==> src/rtl/mlse_bm_pkg.sv <==
package mlse_bm_pkg;

    localparam int TAP_W    = 8;
    localparam int SAMP_W   = 10;
    localparam int MAX_TAPS = 6;
    localparam int MIN_CL   = 2;
    localparam int CL_W     = 3;
    // one guard bit above the sample width keeps any tap sum exact
    localparam int EST_W    = SAMP_W + 1;
    localparam int DIFF_W   = EST_W + 1;
    localparam int ERR_W    = 8;
    localparam int SUM_W    = 2 * ERR_W + 1;
    localparam int MET_W    = SUM_W - 1;
    localparam int IDX_W    = MAX_TAPS;
    localparam int TAPREG_W = 2 * TAP_W;
    localparam int TAPS_W   = MAX_TAPS * TAPREG_W;
    localparam int ERR_MAX  = (1 << ERR_W) - 1;

    typedef struct packed {
        logic signed [TAP_W-1:0] re;
        logic signed [TAP_W-1:0] im;
    } tap_t;

    typedef struct packed {
        logic signed [SAMP_W-1:0] re;
        logic signed [SAMP_W-1:0] im;
    } samp_t;

    typedef struct packed {
        logic signed [EST_W-1:0] re;
        logic signed [EST_W-1:0] im;
    } est_t;

    typedef struct packed {
        logic [ERR_W-1:0] re;
        logic [ERR_W-1:0] im;
    } err_t;

    typedef enum logic {
        SEQ_IDLE,
        SEQ_RUN
    } seq_state_e;

    function automatic logic [CL_W-1:0] clamp_clen(input logic [CL_W-1:0] c);
        if (c < CL_W'(MIN_CL))   return CL_W'(MIN_CL);
        if (c > CL_W'(MAX_TAPS)) return CL_W'(MAX_TAPS);
        return c;
    endfunction

    function automatic logic signed [EST_W-1:0] widen_tap(input logic [TAP_W-1:0] t);
        return $signed({{(EST_W-TAP_W){t[TAP_W-1]}}, t});
    endfunction

    function automatic logic signed [DIFF_W-1:0] sub_ext(input logic [SAMP_W-1:0] r,
                                                         input logic [EST_W-1:0] e);
        return $signed({{(DIFF_W-SAMP_W){r[SAMP_W-1]}}, r})
             - $signed({{(DIFF_W-EST_W){e[EST_W-1]}}, e});
    endfunction

    function automatic logic [ERR_W-1:0] sat_abs(input logic signed [DIFF_W-1:0] d);
        logic [DIFF_W-1:0] mag;
        mag = d[DIFF_W-1] ? DIFF_W'(-d) : DIFF_W'(d);
        return (mag > DIFF_W'(ERR_MAX)) ? ERR_W'(ERR_MAX) : mag[ERR_W-1:0];
    endfunction

endpackage

==> src/rtl/bm_sequencer.sv <==
module bm_sequencer
    import mlse_bm_pkg::*;
(
    input  logic             clk,
    input  logic             rst,
    input  logic             accept,
    input  logic [CL_W-1:0]  clen_q,
    output logic             active,
    output logic [IDX_W-1:0] idx,
    output logic             last
);
    seq_state_e       state;
    logic [IDX_W-1:0] limit;

    assign limit  = IDX_W'((32'd1 << clen_q) - 32'd1);
    assign active = (state == SEQ_RUN);
    assign last   = active && (idx == limit);

    always_ff @(posedge clk) begin
        if (rst) begin
            state <= SEQ_IDLE;
            idx   <= '0;
        end else begin
            case (state)
                SEQ_IDLE: begin
                    if (accept) begin
                        state <= SEQ_RUN;
                        idx   <= '0;
                    end
                end
                SEQ_RUN: begin
                    if (idx == limit) begin
                        state <= SEQ_IDLE;
                    end else begin
                        idx <= idx + 1'b1;
                    end
                end
                default: state <= SEQ_IDLE;
            endcase
        end
    end
endmodule

==> src/rtl/bm_estimator.sv <==
module bm_estimator
    import mlse_bm_pkg::*;
(
    input  logic [TAPS_W-1:0] taps_q,
    input  logic [CL_W-1:0]   clen_q,
    input  logic [IDX_W-1:0]  hyp,
    output est_t              est
);
    est_t term [MAX_TAPS];

    for (genvar j = 0; j < MAX_TAPS; j++) begin : g_tap
        tap_t t;
        est_t pos;
        est_t neg;
        assign t      = tap_t'(taps_q[j*TAPREG_W +: TAPREG_W]);
        assign pos.re = widen_tap(t.re);
        assign pos.im = widen_tap(t.im);
        assign neg.re = -pos.re;
        assign neg.im = -pos.im;
        assign term[j] = (CL_W'(j) < clen_q) ? (hyp[j] ? neg : pos) : '0;
    end

    always_comb begin
        est = '0;
        for (int j = 0; j < MAX_TAPS; j++) begin
            est.re = est.re + term[j].re;
            est.im = est.im + term[j].im;
        end
    end
endmodule

==> src/rtl/bm_metric.sv <==
module bm_metric
    import mlse_bm_pkg::*;
(
    input  samp_t             rx,
    input  est_t              est,
    output logic [MET_W-1:0]  metric
);
    err_t                err;
    logic [2*ERR_W-1:0]  sq_re;
    logic [2*ERR_W-1:0]  sq_im;
    logic [SUM_W-1:0]    sum;

    assign err.re = sat_abs(sub_ext(rx.re, est.re));
    assign err.im = sat_abs(sub_ext(rx.im, est.im));
    assign sq_re  = {{ERR_W{1'b0}}, err.re} * {{ERR_W{1'b0}}, err.re};
    assign sq_im  = {{ERR_W{1'b0}}, err.im} * {{ERR_W{1'b0}}, err.im};
    assign sum    = {1'b0, sq_re} + {1'b0, sq_im};
    assign metric = sum[SUM_W-1:1];
endmodule

==> src/rtl/mlse_bm_top.sv <==
module mlse_bm_top
    import mlse_bm_pkg::*;
(
    input  logic              clk,
    input  logic              rst,
    input  logic              start,
    input  logic [CL_W-1:0]   clen,
    input  logic [TAPS_W-1:0] taps,
    input  logic [SAMP_W-1:0] rx_i,
    input  logic [SAMP_W-1:0] rx_q,
    output logic              busy,
    output logic              met_valid,
    output logic [IDX_W-1:0]  met_idx,
    output logic [MET_W-1:0]  metric,
    output logic              done
);
    logic [TAPS_W-1:0] taps_q;
    logic [CL_W-1:0]   clen_q;
    samp_t             rx_q_s;
    logic              accept;
    logic              active;
    logic              last;
    logic              last_q;
    logic [IDX_W-1:0]  idx;
    est_t              est;
    logic [MET_W-1:0]  met_c;

    assign busy   = active || met_valid;
    assign accept = start && !busy;

    always_ff @(posedge clk) begin
        if (rst) begin
            taps_q <= '0;
            clen_q <= CL_W'(MIN_CL);
            rx_q_s <= '0;
        end else if (accept) begin
            taps_q    <= taps;
            clen_q    <= clamp_clen(clen);
            rx_q_s.re <= rx_i;
            rx_q_s.im <= rx_q;
        end
    end

    bm_sequencer i_seq (
        .clk    (clk),
        .rst    (rst),
        .accept (accept),
        .clen_q (clen_q),
        .active (active),
        .idx    (idx),
        .last   (last)
    );

    bm_estimator i_est (
        .taps_q (taps_q),
        .clen_q (clen_q),
        .hyp    (idx),
        .est    (est)
    );

    bm_metric i_met (
        .rx     (rx_q_s),
        .est    (est),
        .metric (met_c)
    );

    always_ff @(posedge clk) begin
        if (rst) begin
            met_valid <= 1'b0;
            met_idx   <= '0;
            metric    <= '0;
            last_q    <= 1'b0;
            done      <= 1'b0;
        end else begin
            met_valid <= active;
            last_q    <= last;
            done      <= met_valid && last_q;
            if (active) begin
                met_idx <= idx;
                metric  <= met_c;
            end
        end
    end
endmodule

==> config.mk <==
export PLATFORM = sky130hd
export DESIGN_NAME = mlse_bm_top
export DESIGN_NICKNAME = d
export VERILOG_FILES = /design/src/rtl/mlse_bm_pkg.sv /design/src/rtl/bm_sequencer.sv /design/src/rtl/bm_estimator.sv /design/src/rtl/bm_metric.sv /design/src/rtl/mlse_bm_top.sv
export SDC_FILE = /design/constraint.sdc
export NUM_CORES = 1
export LEC_CHECK = 0
export ABC_CLOCK_PERIOD_IN_PS = 22300
export CAP_MARGIN = 20
export CORE_MARGIN = 5
export CORE_UTILIZATION = 60
export CTS_CLUSTER_SIZE = 40
export DETAILED_ROUTE_END_ITERATION = 7
export PLACE_DENSITY = 0.83
export RECOVER_POWER = 100
export SETUP_SLACK_MARGIN = 0.15
export SLEW_MARGIN = 20
export SYNTH_ARGS = -nofsm -noshare
export SYNTH_HDL_FRONTEND = slang
export SYNTH_SLANG_ARGS = --single-unit
==> constraint.sdc <==
create_clock -name clk -period 22.3 [get_ports clk]
set_input_delay 5.575 -clock clk [delete_from_list [all_inputs] [get_ports clk]]
set_output_delay 5.575 -clock clk [all_outputs]
set_load 0.02 [all_outputs]
==> impl_metrics.ini <==
[floorplan]
ios = 147
dieArea_um2 = 29600
initial_core_util = 0.606
core_um2 = 26000
rows = 59
die_x_um = 172
fp.dieH_um = 172

[cts]
cts_sinks = 151
tritoncts.num_buffers = 17
worstSkewPairLatency_ps = 450
cts_root_buf = clkbuf_16
postCtsHoldBufs = 0
htreeDepth = 4
post_cts_resized = 0
cts_tree = built
path_clk_slew_ps = 80
post-cts-setup-buffers = 0
clk_path_buf_depth = 2

[critical_path]
endpoint = metric[13]$_SDFFE_PP0P_
worstPathMaxFanout = 35
r2r_slack_ps = 8860
rr_worst_depth = 40
crit_top_cell = fa_1
endpoint_kind = flop
r2r_end = metric[13]$_SDFFE_PP0P_
arrival_ps = 13600
r2r_start = clen_q[2]$_SDFFE_PP0P_
crit_type = reg -> reg
cpPeakStageDelay_ps = 1340
cp-start-kind = flop
cpMaxStageDelayCell = o31ai_1
required_ps = 22450
crit_start = clen_q[2]$_SDFFE_PP0P_

[sta]
finClkSkew_ps = 16.3
fmax_mhz = 74.4
rsz0062_at_grt = no
tns_ps = 0
max_slew.worst_pin.slew_ps = 4350
relSlewSlack = -1.90
post-route-period-util = 0.603
hold_violations = 0
finalCriticalPeriod_ps = 13440
slew_violations = 167
setup_viol = 0

[yosys]
synth_nets = 2384
avgSynthCellArea_um2 = 7.89
ys_seq_area_frac = 0.192
synth-edff-count = 0
async_reset_ff_frac = 0
synth_top_cell_area_share = 0.198
synth_seq_cells = 151
synth_flop_cell = dfxtp_1
synth_cell_types = 75
syn_inst = 1997
synth_area_leaders = fa_1, dfxtp_1, ha_1, nand2_1, inv_1
synthesis.area_um2 = 15700
yosysTopAreaCell = fa_1
yosysWarnings = 0

[outcome]
violations = max-capacitance violations, max-slew violations
status = finished, violations left

[layout]
area_delta_synth_final_pct = 13.9
fillers = 2165
insertedDiodeCount = 0
final_common_cell = nand2_1
layout_common_cells = nand2_1, inv_1, nor2_1
drive_gt1_frac = 0.0311
final_nets = 2467

[routing]
vias_per_cell = 5.60
routedWlPerCell_um = 17.5
drt-total-wl_um = 42500
ant_nets = 0
via_count = 13600
firstDrtPassIters = 5
drt-initial-drc-count = 884
drc = 0

[grt]
antenna_found_initial = 0
grt_start_max_net_pins = 98
grtUsageTotal = 0.295
overflow = 0
grt_pass1_vias = 13700
grt_pass1_wl_um = 68700

[place]
place_hpwl_um = 34400
place.gp.congestion = 1.04
io_buffer_count = 146

[min_path]
hp-class = reg -> reg

[job]
cap_violations = 3
cell families after synthesis:
family,after synthesis,synth area share
AO/OA/AOI/OAI,353,0.137
XOR/XNOR,148,0.0845
adder cells (fa/ha/maj),265,0.285
buffers and inverters,319,0.0778
flip-flops,151,0.192
multiplexers,30,0.0191
AND/OR/NAND/NOR,731,0.205
critical path, delay by kind of cell (launching register included):
kind                     cells  cell delay (ps)
adder cells (fa/ha/maj)     12             5820
AO/OA/AOI/OAI               13             4320
buffers and inverters        6              330
AND/OR/NAND/NOR              5             1130
flip-flops                   1              950
multiplexers                 2              280
XOR/XNOR                     2              280
routing by layer:
layer  global-route usage  share of wire  routed length (µm)  vias up
li1                     -              -                   -     6612
met1                0.370           0.41               17500     6471
met2                0.501           0.48               20600      399
met3               0.0485          0.058                2480      108
met4                0.132          0.046                1950        0
met5                    0              0                   0        -
how the worst min path moves through the flow:
| stage | from | endpoint | slack (ps) | cells after the start |
|---|---|---|---|---|
| 6_report | rx_q_s[10]$_SDFFE_PP0P_ | rx_q_s[10]$_SDFFE_PP0P_ | 460 | 2 |
| 5_1_grt | rx_q_s[12]$_SDFFE_PP0P_ | rx_q_s[12]$_SDFFE_PP0P_ | 490 | 2 |
| 4_1_cts | rx_q_s[10]$_SDFFE_PP0P_ | rx_q_s[10]$_SDFFE_PP0P_ | 460 | 2 |
| 3_5_place_dp | rx_q_s[10]$_SDFFE_PP0P_ | rx_q_s[10]$_SDFFE_PP0P_ | 450 | 2 |
| 3_3_place_gp | rx_q_s[10]$_SDFFE_PP0P_ | rx_q_s[10]$_SDFFE_PP0P_ | 450 | 2 |
| 2_1_floorplan | rx_q_s[0]$_SDFFE_PP0P_ | rx_q_s[0]$_SDFFE_PP0P_ | 440 | 2 |
area by class of cell:
cell class	count	area [µm²]	area share
clock buffer	17	425	0.0237
clock inverter	15	205	0.0114
inverter	229	860	0.0479
multi-input combinational	1527	11500	0.641
sequential	151	3020	0.169
tap	335	419	0.0234
timing repair buffer	154	1510	0.0843
flip-flops by register name, indices dropped and copies added (netlist names):
name / flops
clen_q: 3
done: 1
i_seq.active: 1
i_seq.idx: 6
last_q: 1
met_idx: 6
met_valid: 1
metric: 16
rx_q_s: 20
taps_q: 96
stage by stage:
step	utilization	instance area [µm²]	hold slack, ps	cells	setup slack (ps)
4_1_cts	0.691	18000	461	2428	9660
3_3_place_gp	0.667	17300	445	2396	9890
2_1_floorplan	-	15700	436	1997	11200
6_report	0.690	17900	464	2428	8860
5_1_grt	0.690	17900	493	2428	7700
3_5_place_dp	0.667	17300	450	2396	9720
synth_stat cells, drive strengths merged (15+ instances only):
cell and n:
a21oi 166, nand3 30, nor2b 37, nand2 357
xnor2 79, o21ai 74, mux2i 29, dfxtp 151
buf 21, fa 156, clkbuf 69, nand2b 15
ha 109, inv 229, o31ai 29, nor2 178
nor3 31, and2 26, xor2 67
Power is left out: the tool's default activity adds up to more than one toggle a clock period on the data nets, which glitch-free logic cannot reach.
